===== src/rtl/tmr_pkg.sv =====
package tmr_pkg;

    typedef enum logic [2:0] {
        A_CTRL = 3'd0,
        A_CFG  = 3'd1,
        A_PRE  = 3'd2,
        A_CNTH = 3'd3,
        A_CNTL = 3'd4,
        A_CHF  = 3'd5,
        A_OVF  = 3'd6,
        A_TOG  = 3'd7
    } addr_e;

    typedef struct packed {
        logic precise;
        logic fastclr;
        logic stop_frz;
        logic stop_wait;
        logic en;
    } ctrl_t;

endpackage


===== src/rtl/tmr_prescale.sv =====
module tmr_prescale #(
    parameter int PRE_W = 8,
    parameter int SEL_W = 3,
    parameter int PA_W  = 6
) (
    input  logic             clk,
    input  logic             rst_n,
    input  logic             run,
    input  logic             cnt_run,
    input  logic             precise,
    input  logic [SEL_W-1:0] sel,
    input  logic [PRE_W-1:0] presc,
    output logic             step,
    output logic             pa_tick
);

    typedef struct packed {
        logic [PRE_W-1:0] pcnt;
        logic [PA_W-1:0]  padiv;
    } st_t;

    st_t s_d, s_q;
    logic [PRE_W-1:0] limit;

    always_comb begin
        s_d   = s_q;
        limit = precise ? presc : PRE_W'((32'd1 << sel) - 32'd1);
        step    = cnt_run && (s_q.pcnt == limit);
        pa_tick = run && (s_q.padiv == '1);
        if (cnt_run) s_d.pcnt = step ? '0 : s_q.pcnt + 1'b1;
        if (run)     s_d.padiv = s_q.padiv + 1'b1;
    end

    always_ff @(posedge clk or negedge rst_n) begin
        if (!rst_n) s_q <= '0;
        else        s_q <= s_d;
    end

    p_halt_holds_r2: assert property (@(posedge clk) disable iff (!rst_n)
        !run |=> ($stable(s_q.pcnt) && $stable(s_q.padiv)));

    p_freeze_keeps_pa_r5: assert property (@(posedge clk) disable iff (!rst_n)
        (run && !cnt_run) |=> ($stable(s_q.pcnt) && !$stable(s_q.padiv)));

endmodule


===== src/rtl/tmr_count.sv =====
module tmr_count #(
    parameter int CNT_W = 16,
    parameter int NCH   = 6
) (
    input  logic               clk,
    input  logic               rst_n,
    input  logic               step,
    input  logic               ld_hi,
    input  logic               ld_lo,
    input  logic [CNT_W/2-1:0] wbyte,
    input  logic [NCH-1:0]     tog_en,
    output logic [CNT_W-1:0]   cnt,
    output logic               wrap,
    output logic [NCH-1:0]     pins
);

    localparam int HALF = CNT_W / 2;

    typedef struct packed {
        logic [CNT_W-1:0] cnt;
        logic [NCH-1:0]   pins;
    } st_t;

    st_t s_d, s_q;

    always_comb begin
        s_d  = s_q;
        wrap = step && (s_q.cnt == '1) && !ld_hi && !ld_lo;
        if (ld_hi)  s_d.cnt[CNT_W-1:HALF] = wbyte;
        if (ld_lo)  s_d.cnt[HALF-1:0]     = wbyte;
        if (!ld_hi && !ld_lo && step) s_d.cnt = s_q.cnt + 1'b1;
        if (wrap)   s_d.pins = s_q.pins ^ tog_en;
    end

    always_ff @(posedge clk or negedge rst_n) begin
        if (!rst_n) s_q <= '0;
        else        s_q <= s_d;
    end

    assign cnt  = s_q.cnt;
    assign pins = s_q.pins;

    p_count_hold_r2: assert property (@(posedge clk) disable iff (!rst_n)
        (!step && !ld_hi && !ld_lo) |=> $stable(cnt));

    p_wrap_to_zero_r8: assert property (@(posedge clk) disable iff (!rst_n)
        wrap |=> (cnt == '0));

    p_pins_quiet_r9: assert property (@(posedge clk) disable iff (!rst_n)
        !wrap |=> $stable(pins));

endmodule


===== src/rtl/tmr_flags.sv =====
module tmr_flags #(
    parameter int NCH = 6
) (
    input  logic           clk,
    input  logic           rst_n,
    input  logic [NCH-1:0] ch_set,
    input  logic [NCH-1:0] ch_clr,
    input  logic           ovf_set,
    input  logic           ovf_clr,
    output logic [NCH-1:0] ch_flag,
    output logic           ovf_flag
);

    typedef struct packed {
        logic [NCH-1:0] ch;
        logic           ovf;
    } st_t;

    st_t s_d, s_q;

    always_comb begin
        s_d     = s_q;
        s_d.ch  = (s_q.ch & ~ch_clr) | ch_set;
        s_d.ovf = (s_q.ovf & !ovf_clr) | ovf_set;
    end

    always_ff @(posedge clk or negedge rst_n) begin
        if (!rst_n) s_q <= '0;
        else        s_q <= s_d;
    end

    assign ch_flag  = s_q.ch;
    assign ovf_flag = s_q.ovf;

    for (genvar i = 0; i < NCH; i++) begin : g_chk
        p_set_wins_r12: assert property (@(posedge clk) disable iff (!rst_n)
            ch_set[i] |=> ch_flag[i]);
        p_clear_takes_r10: assert property (@(posedge clk) disable iff (!rst_n)
            (ch_clr[i] && !ch_set[i]) |=> !ch_flag[i]);
    end

    p_ovf_sets_r8: assert property (@(posedge clk) disable iff (!rst_n)
        ovf_set |=> ovf_flag);

endmodule


===== src/rtl/tmr_flag_timer.sv =====
module tmr_flag_timer
    import tmr_pkg::*;
#(
    parameter int CNT_W = 16,
    parameter int NCH   = 6,
    parameter int PRE_W = 8,
    parameter int SEL_W = 3,
    parameter int PA_W  = 6
) (
    input  logic             clk,
    input  logic             rst_n,
    input  logic [2:0]       bus_addr,
    input  logic             bus_wr,
    input  logic             bus_rd,
    input  logic [7:0]       bus_wdata,
    output logic [7:0]       bus_rdata,
    input  logic             frz_i,
    input  logic             wait_i,
    input  logic [NCH-1:0]   ic_rd,
    input  logic [NCH-1:0]   oc_wr,
    input  logic [NCH-1:0]   ch_evt,
    output logic [CNT_W-1:0] count,
    output logic [NCH-1:0]   ch_flags,
    output logic             ovf_irq,
    output logic [NCH-1:0]   tog_pins,
    output logic             pa_tick
);

    localparam int BW = 8;

    typedef struct packed {
        ctrl_t            ctrl;
        logic             locked;
        logic             ovf_ie;
        logic [SEL_W-1:0] sel;
        logic [PRE_W-1:0] presc;
        logic [NCH-1:0]   tog;
    } regs_t;

    regs_t r_d, r_q;

    logic           run, cnt_run, wait_stop, step, wrap, ovf_flag;
    logic           ld_hi, ld_lo, cnt_acc, ovf_clr;
    logic [NCH-1:0] ch_clr;
    addr_e          a;

    assign a = addr_e'(bus_addr);

    always_comb begin
        r_d = r_q;
        if (bus_wr) begin
            case (a)
                A_CTRL: begin
                    r_d.ctrl.en        = bus_wdata[0];
                    r_d.ctrl.stop_wait = bus_wdata[1];
                    r_d.ctrl.stop_frz  = bus_wdata[2];
                    r_d.ctrl.fastclr   = bus_wdata[3];
                    if (!r_q.locked) r_d.ctrl.precise = bus_wdata[4];
                    r_d.locked = 1'b1;
                end
                A_CFG: begin
                    r_d.ovf_ie = bus_wdata[0];
                    r_d.sel    = bus_wdata[SEL_W:1];
                end
                A_PRE:   r_d.presc = bus_wdata[PRE_W-1:0];
                A_TOG:   r_d.tog   = bus_wdata[NCH-1:0];
                default: ;
            endcase
        end
    end

    always_ff @(posedge clk or negedge rst_n) begin
        if (!rst_n) r_q <= '0;
        else        r_q <= r_d;
    end

    assign wait_stop = r_q.ctrl.stop_wait && wait_i;
    assign run       = r_q.ctrl.en && !wait_stop;
    assign cnt_run   = run && !(r_q.ctrl.stop_frz && frz_i);

    assign ld_hi   = bus_wr && (a == A_CNTH);
    assign ld_lo   = bus_wr && (a == A_CNTL);
    assign cnt_acc = (bus_wr || bus_rd) && ((a == A_CNTH) || (a == A_CNTL));

    always_comb begin
        ch_clr = (bus_wr && a == A_CHF) ? bus_wdata[NCH-1:0] : '0;
        if (r_q.ctrl.fastclr) ch_clr = ch_clr | ic_rd | oc_wr;
        ovf_clr = (bus_wr && a == A_OVF && bus_wdata[0]) ||
                  (r_q.ctrl.fastclr && cnt_acc);
    end

    tmr_prescale #(.PRE_W(PRE_W), .SEL_W(SEL_W), .PA_W(PA_W)) u_pre (
        .clk(clk), .rst_n(rst_n), .run(run), .cnt_run(cnt_run),
        .precise(r_q.ctrl.precise), .sel(r_q.sel), .presc(r_q.presc),
        .step(step), .pa_tick(pa_tick)
    );

    tmr_count #(.CNT_W(CNT_W), .NCH(NCH)) u_cnt (
        .clk(clk), .rst_n(rst_n), .step(step), .ld_hi(ld_hi), .ld_lo(ld_lo),
        .wbyte(bus_wdata), .tog_en(r_q.tog), .cnt(count), .wrap(wrap),
        .pins(tog_pins)
    );

    tmr_flags #(.NCH(NCH)) u_flg (
        .clk(clk), .rst_n(rst_n), .ch_set(ch_evt), .ch_clr(ch_clr),
        .ovf_set(wrap), .ovf_clr(ovf_clr), .ch_flag(ch_flags),
        .ovf_flag(ovf_flag)
    );

    assign ovf_irq = ovf_flag && r_q.ovf_ie && !wait_stop;

    always_comb begin
        case (a)
            A_CTRL:  bus_rdata = BW'({r_q.ctrl.precise, r_q.ctrl.fastclr,
                                      r_q.ctrl.stop_frz, r_q.ctrl.stop_wait,
                                      r_q.ctrl.en});
            A_CFG:   bus_rdata = BW'({r_q.sel, r_q.ovf_ie});
            A_PRE:   bus_rdata = BW'(r_q.presc);
            A_CNTH:  bus_rdata = count[CNT_W-1:BW];
            A_CNTL:  bus_rdata = count[BW-1:0];
            A_CHF:   bus_rdata = BW'(ch_flags);
            A_OVF:   bus_rdata = BW'(ovf_flag);
            default: bus_rdata = BW'(r_q.tog);
        endcase
    end

    p_irq_masked_wait_r6: assert property (@(posedge clk) disable iff (!rst_n)
        (r_q.ctrl.stop_wait && wait_i) |-> !ovf_irq);

    p_mode_locked_r7: assert property (@(posedge clk) disable iff (!rst_n)
        r_q.locked |=> $stable(r_q.ctrl.precise));

    p_tog_reserved_r9: assert property (@(posedge clk) disable iff (!rst_n)
        (a == A_TOG) |-> ((bus_rdata >> NCH) == '0));

endmodule


===== config.mk =====
export PLATFORM = sky130hd
export DESIGN_NAME = tmr_flag_timer
export DESIGN_NICKNAME = d
export VERILOG_FILES = /design/src/rtl/tmr_pkg.sv /design/src/rtl/tmr_prescale.sv /design/src/rtl/tmr_count.sv /design/src/rtl/tmr_flags.sv /design/src/rtl/tmr_flag_timer.sv
export SDC_FILE = /design/constraint.sdc
export NUM_CORES = 1
export LEC_CHECK = 0
export ABC_AREA = 1
export BUFFER_PORTS_ARGS = -buffer_cell sky130_fd_sc_hd__buf_2
export CORE_ASPECT_RATIO = 0.5
export CORE_MARGIN = 10
export CORE_UTILIZATION = 44
export CTS_CLUSTER_SIZE = 28
export DETAILED_ROUTE_END_ITERATION = 16
export MAX_ROUTING_LAYER = met4
export PLACE_DENSITY = 0.65
export SLEW_MARGIN = 20
export SYNTH_ARGS = -nofsm -noshare
export SYNTH_HDL_FRONTEND = slang
export SYNTH_SLANG_ARGS = --single-unit

===== constraint.sdc =====
create_clock -name clk -period 2.9 [get_ports clk]
set_input_delay 0.435 -clock clk [delete_from_list [all_inputs] [get_ports clk]]
set_output_delay 0.435 -clock clk [all_outputs]
set_load 0.03 [all_outputs]

==> out/results.txt <==
status: finished clean
Synth Flop Type: dfrtp_1
global-route usage over all layers: 0.178
synth top area cells: dfrtp_1 (42%), nand2_1 (12%), nand3_1 (7.6%)
Top Layer Used: met4
drc violations: 0
wire length of the first global-routing pass: 18900 um
Cell Int Power: 2.29 mW
placed insts: 699
clock power share: 0.319
max-slew violation count: 0
share of the synthesized area in the top cell type: 0.418
critical path fanouts, max: 17
Area Growth Syn to Fin: 19.5%
most frequent cells in the layout: nand2_1 (126), buf_2 (72), dfrtp_1 (67)
Routed wire per std cell: 16.1 um
clk_lat worst skew: 0.34 ns
Total Power: 3.71 mW
Final Cycle Share: 0.859
Final ANT Viol Nets: 0
Post-synth EDFFs: 0
total die area: 13600 um^2
crit path cell chain: inv_1, nand3_1, ha_1, inv_1, nand2_1, nand2_1, nand2_1, nand3_1, nand2_1, nor2_2, nand3_4, inv_4, nand2_1, o21ai_0, inv_1
static leakage power: 2.39 nW
final setup TNS: 0 ns
met2 wire length: 5150 um
Worst VDD drop: 0.302 mV
Distinct cells, synth: 37
CTS tree: built
total core area: 8800 um^2
syn nets: 557
Worst R2R Path Depth: 15
row count: 24
Layout Cells excl Fill: 715
flops & latches, synth: 67
final setup vio count: 0
Initial Util: 0.456
Bufs on Longest Clock Path: 2
DP HPWL: 8660 um
RSZ-0062 raised after global routing: no
Max-cap violations: 0
Worst-Margin Slew: 0.467 ns
Slowest cell on crit path: dfrtp_1
PD cells: 773 nW/um^2
FF-to-FF setup slack: 0.41 ns
Crit Path Category: reg2reg
relative slew slack: 0.688
Layout Nets: 632
Hold Crit Class: in2async
global placement routability congestion: 0.915
Switching Fraction: 0.383
# Post-CTS Setup Buffers: 0
num ports: 73
final-report hold violation count: 0
largest area contributor in the netlist: dfrtp_1
syn_area_per_cell: 7.74 um^2
synth warn: 0
CP Data Required Time: 3.13 ns
IO buf count: 72
CP dominant cell by count: nand2_1
GRT overflow: 0
Via-to-Cell Ratio: 5.34
layout cell share with drive strength beyond 1: 0.234
clk root buf: clkbuf_16
chip width: 155 um
H-tree depth: 3
Startpoint Class: flip-flop
Seq pwr share: 0.384
CP endpoint kind: flip-flop
worst clock skew: 0.00505 ns
Iter 0 DRT Violations: 327
1st-pass router iterations: 5
met3 WL: 537 um
Antenna diodes: 0
CP max stage delay: 0.41 ns
CTS Buf Count: 9
largest net degree at the start of global routing: 68
max frequency: 402 MHz
Num Clock Sinks: 67
RR Endpoint: u_cnt.cnt[0]
sequential-to-total area share from yosys stat: 0.418
Comb pwr share: 0.298
most common cell after layout, fill and taps aside: nand2_1
CP Capture Point: u_cnt.cnt[0]
R2R Path Start: r_q[14]
P_sw: 1.42 mW
Post-Syn Area: 4010 um^2
Chip Height: 87.5 um
Reg clk slew, reported paths: 0.06 ns
worst path arrival time: 2.72 ns
hold slack: 0.0780 ns
beginning of the critical path: r_q[14]
vias in the first global route: 3703
initial antenna violation count: 0
WL met1: 5620 um
Via Count: 3818
Post-synth ARST share: 1.00
Final min period: 2.49 ns
CTS Hold Buffers Added: 0
Total Wirelength: 11500 um
Syn Inst Count: 518
fill count: 861
post-CTS sizing: 0
-- worst max-delay path: cells and delay by family, from the launching register on --
family | cells | cell delay, ns
AOI/OAI and AO/OA | 1 | 0.08
and+or+nand+nor | 9 | 1.01
DFF | 1 | 0.41
buffers and inverters | 4 | 0.62
adders and majority gates | 1 | 0.25
-- how the worst min path moves through the flow --
stage	start	to	slack, ns
6_report	rst_n	u_cnt.cnt[9]	0.08
5_1_grt	rst_n	u_cnt.cnt[12]	0.13
4_1_cts	rst_n	u_cnt.cnt[12]	0.13
3_5_place_dp	r_q[18]	r_q[18]	0.46
3_3_place_gp	r_q[18]	r_q[18]	0.45
2_1_floorplan	rst_n	r_q[0]	0.14
-- final cells by class --
class,count,area [um^2],area share
Multi-Input combinational cell,369,1990,0.415
Timing Repair Buffer,74,388,0.0809
Clock buffer,9,225,0.0470
Clock inverter,7,92.6,0.0193
Inverter,72,275,0.0574
Sequential cell,67,1680,0.350
Tap cell,117,146,0.0305
-- metrics by stage --
stage,utilization,cell area [um^2],setup WS (ns)
finish,0.545,4790,0.410
global route,0.545,4790,0.107
CTS,0.545,4790,0.440
detailed placement,0.509,4480,0.462
global placement,0.509,4480,0.533
floorplan,-,4010,0.844
-- layer usage --
layer | vias up | track usage
met2 | 110 | 0.264
met1 | 1837 | 0.239
met3 | 17 | 0.0390
met5 | - | -
met4 | 0 | 0.0546
li1 | 1854 | -
-- power groups by stage --
stage	registers (mW)	clock network [mW]	logic, mW
finish	1.42	1.18	1.10
global route	1.46	1.24	1.24
CTS	1.42	1.19	1.11
detailed placement	1.43	0	1.10
global placement	1.43	0	1.09
floorplan	1.49	0	0.689
-- Yosys cell counts (6+ instances only) --
| cell type | n |
|---|---|
| o21ai_0 | 33 |
| nand2_1 | 126 |
| a21oi_1 | 15 |
| nand2_2 | 13 |
| xor2_1 | 17 |
| nand3_2 | 10 |
| nand3_1 | 61 |
| o21bai_1 | 6 |
| nor2_1 | 29 |
| nand4_1 | 9 |
| inv_2 | 6 |
| a31o_2 | 6 |
| dfrtp_1 | 67 |
| inv_1 | 64 |
-- kinds of logic after synthesis --
kind of cell,after synthesis,share of synthesized area
XOR/XNOR,20,0.0437
flip-flops,67,0.418
multiplexers,2,0.00561
buffers and inverters,82,0.0861
AND/OR/NAND/NOR,263,0.312
AO/OA/AOI/OAI,80,0.122
adder cells (fa/ha/maj),4,0.0125
-- registers in the layout, indices dropped and copies added (netlist names) --
register        count
u_cnt.cnt          16
u_flg.ch_flag       6
u_pre.s_q          14
u_cnt.pins          6
u_flg.ovf_flag      1
r_q                24
Note: power is estimated with default switching activity, not from simulation.
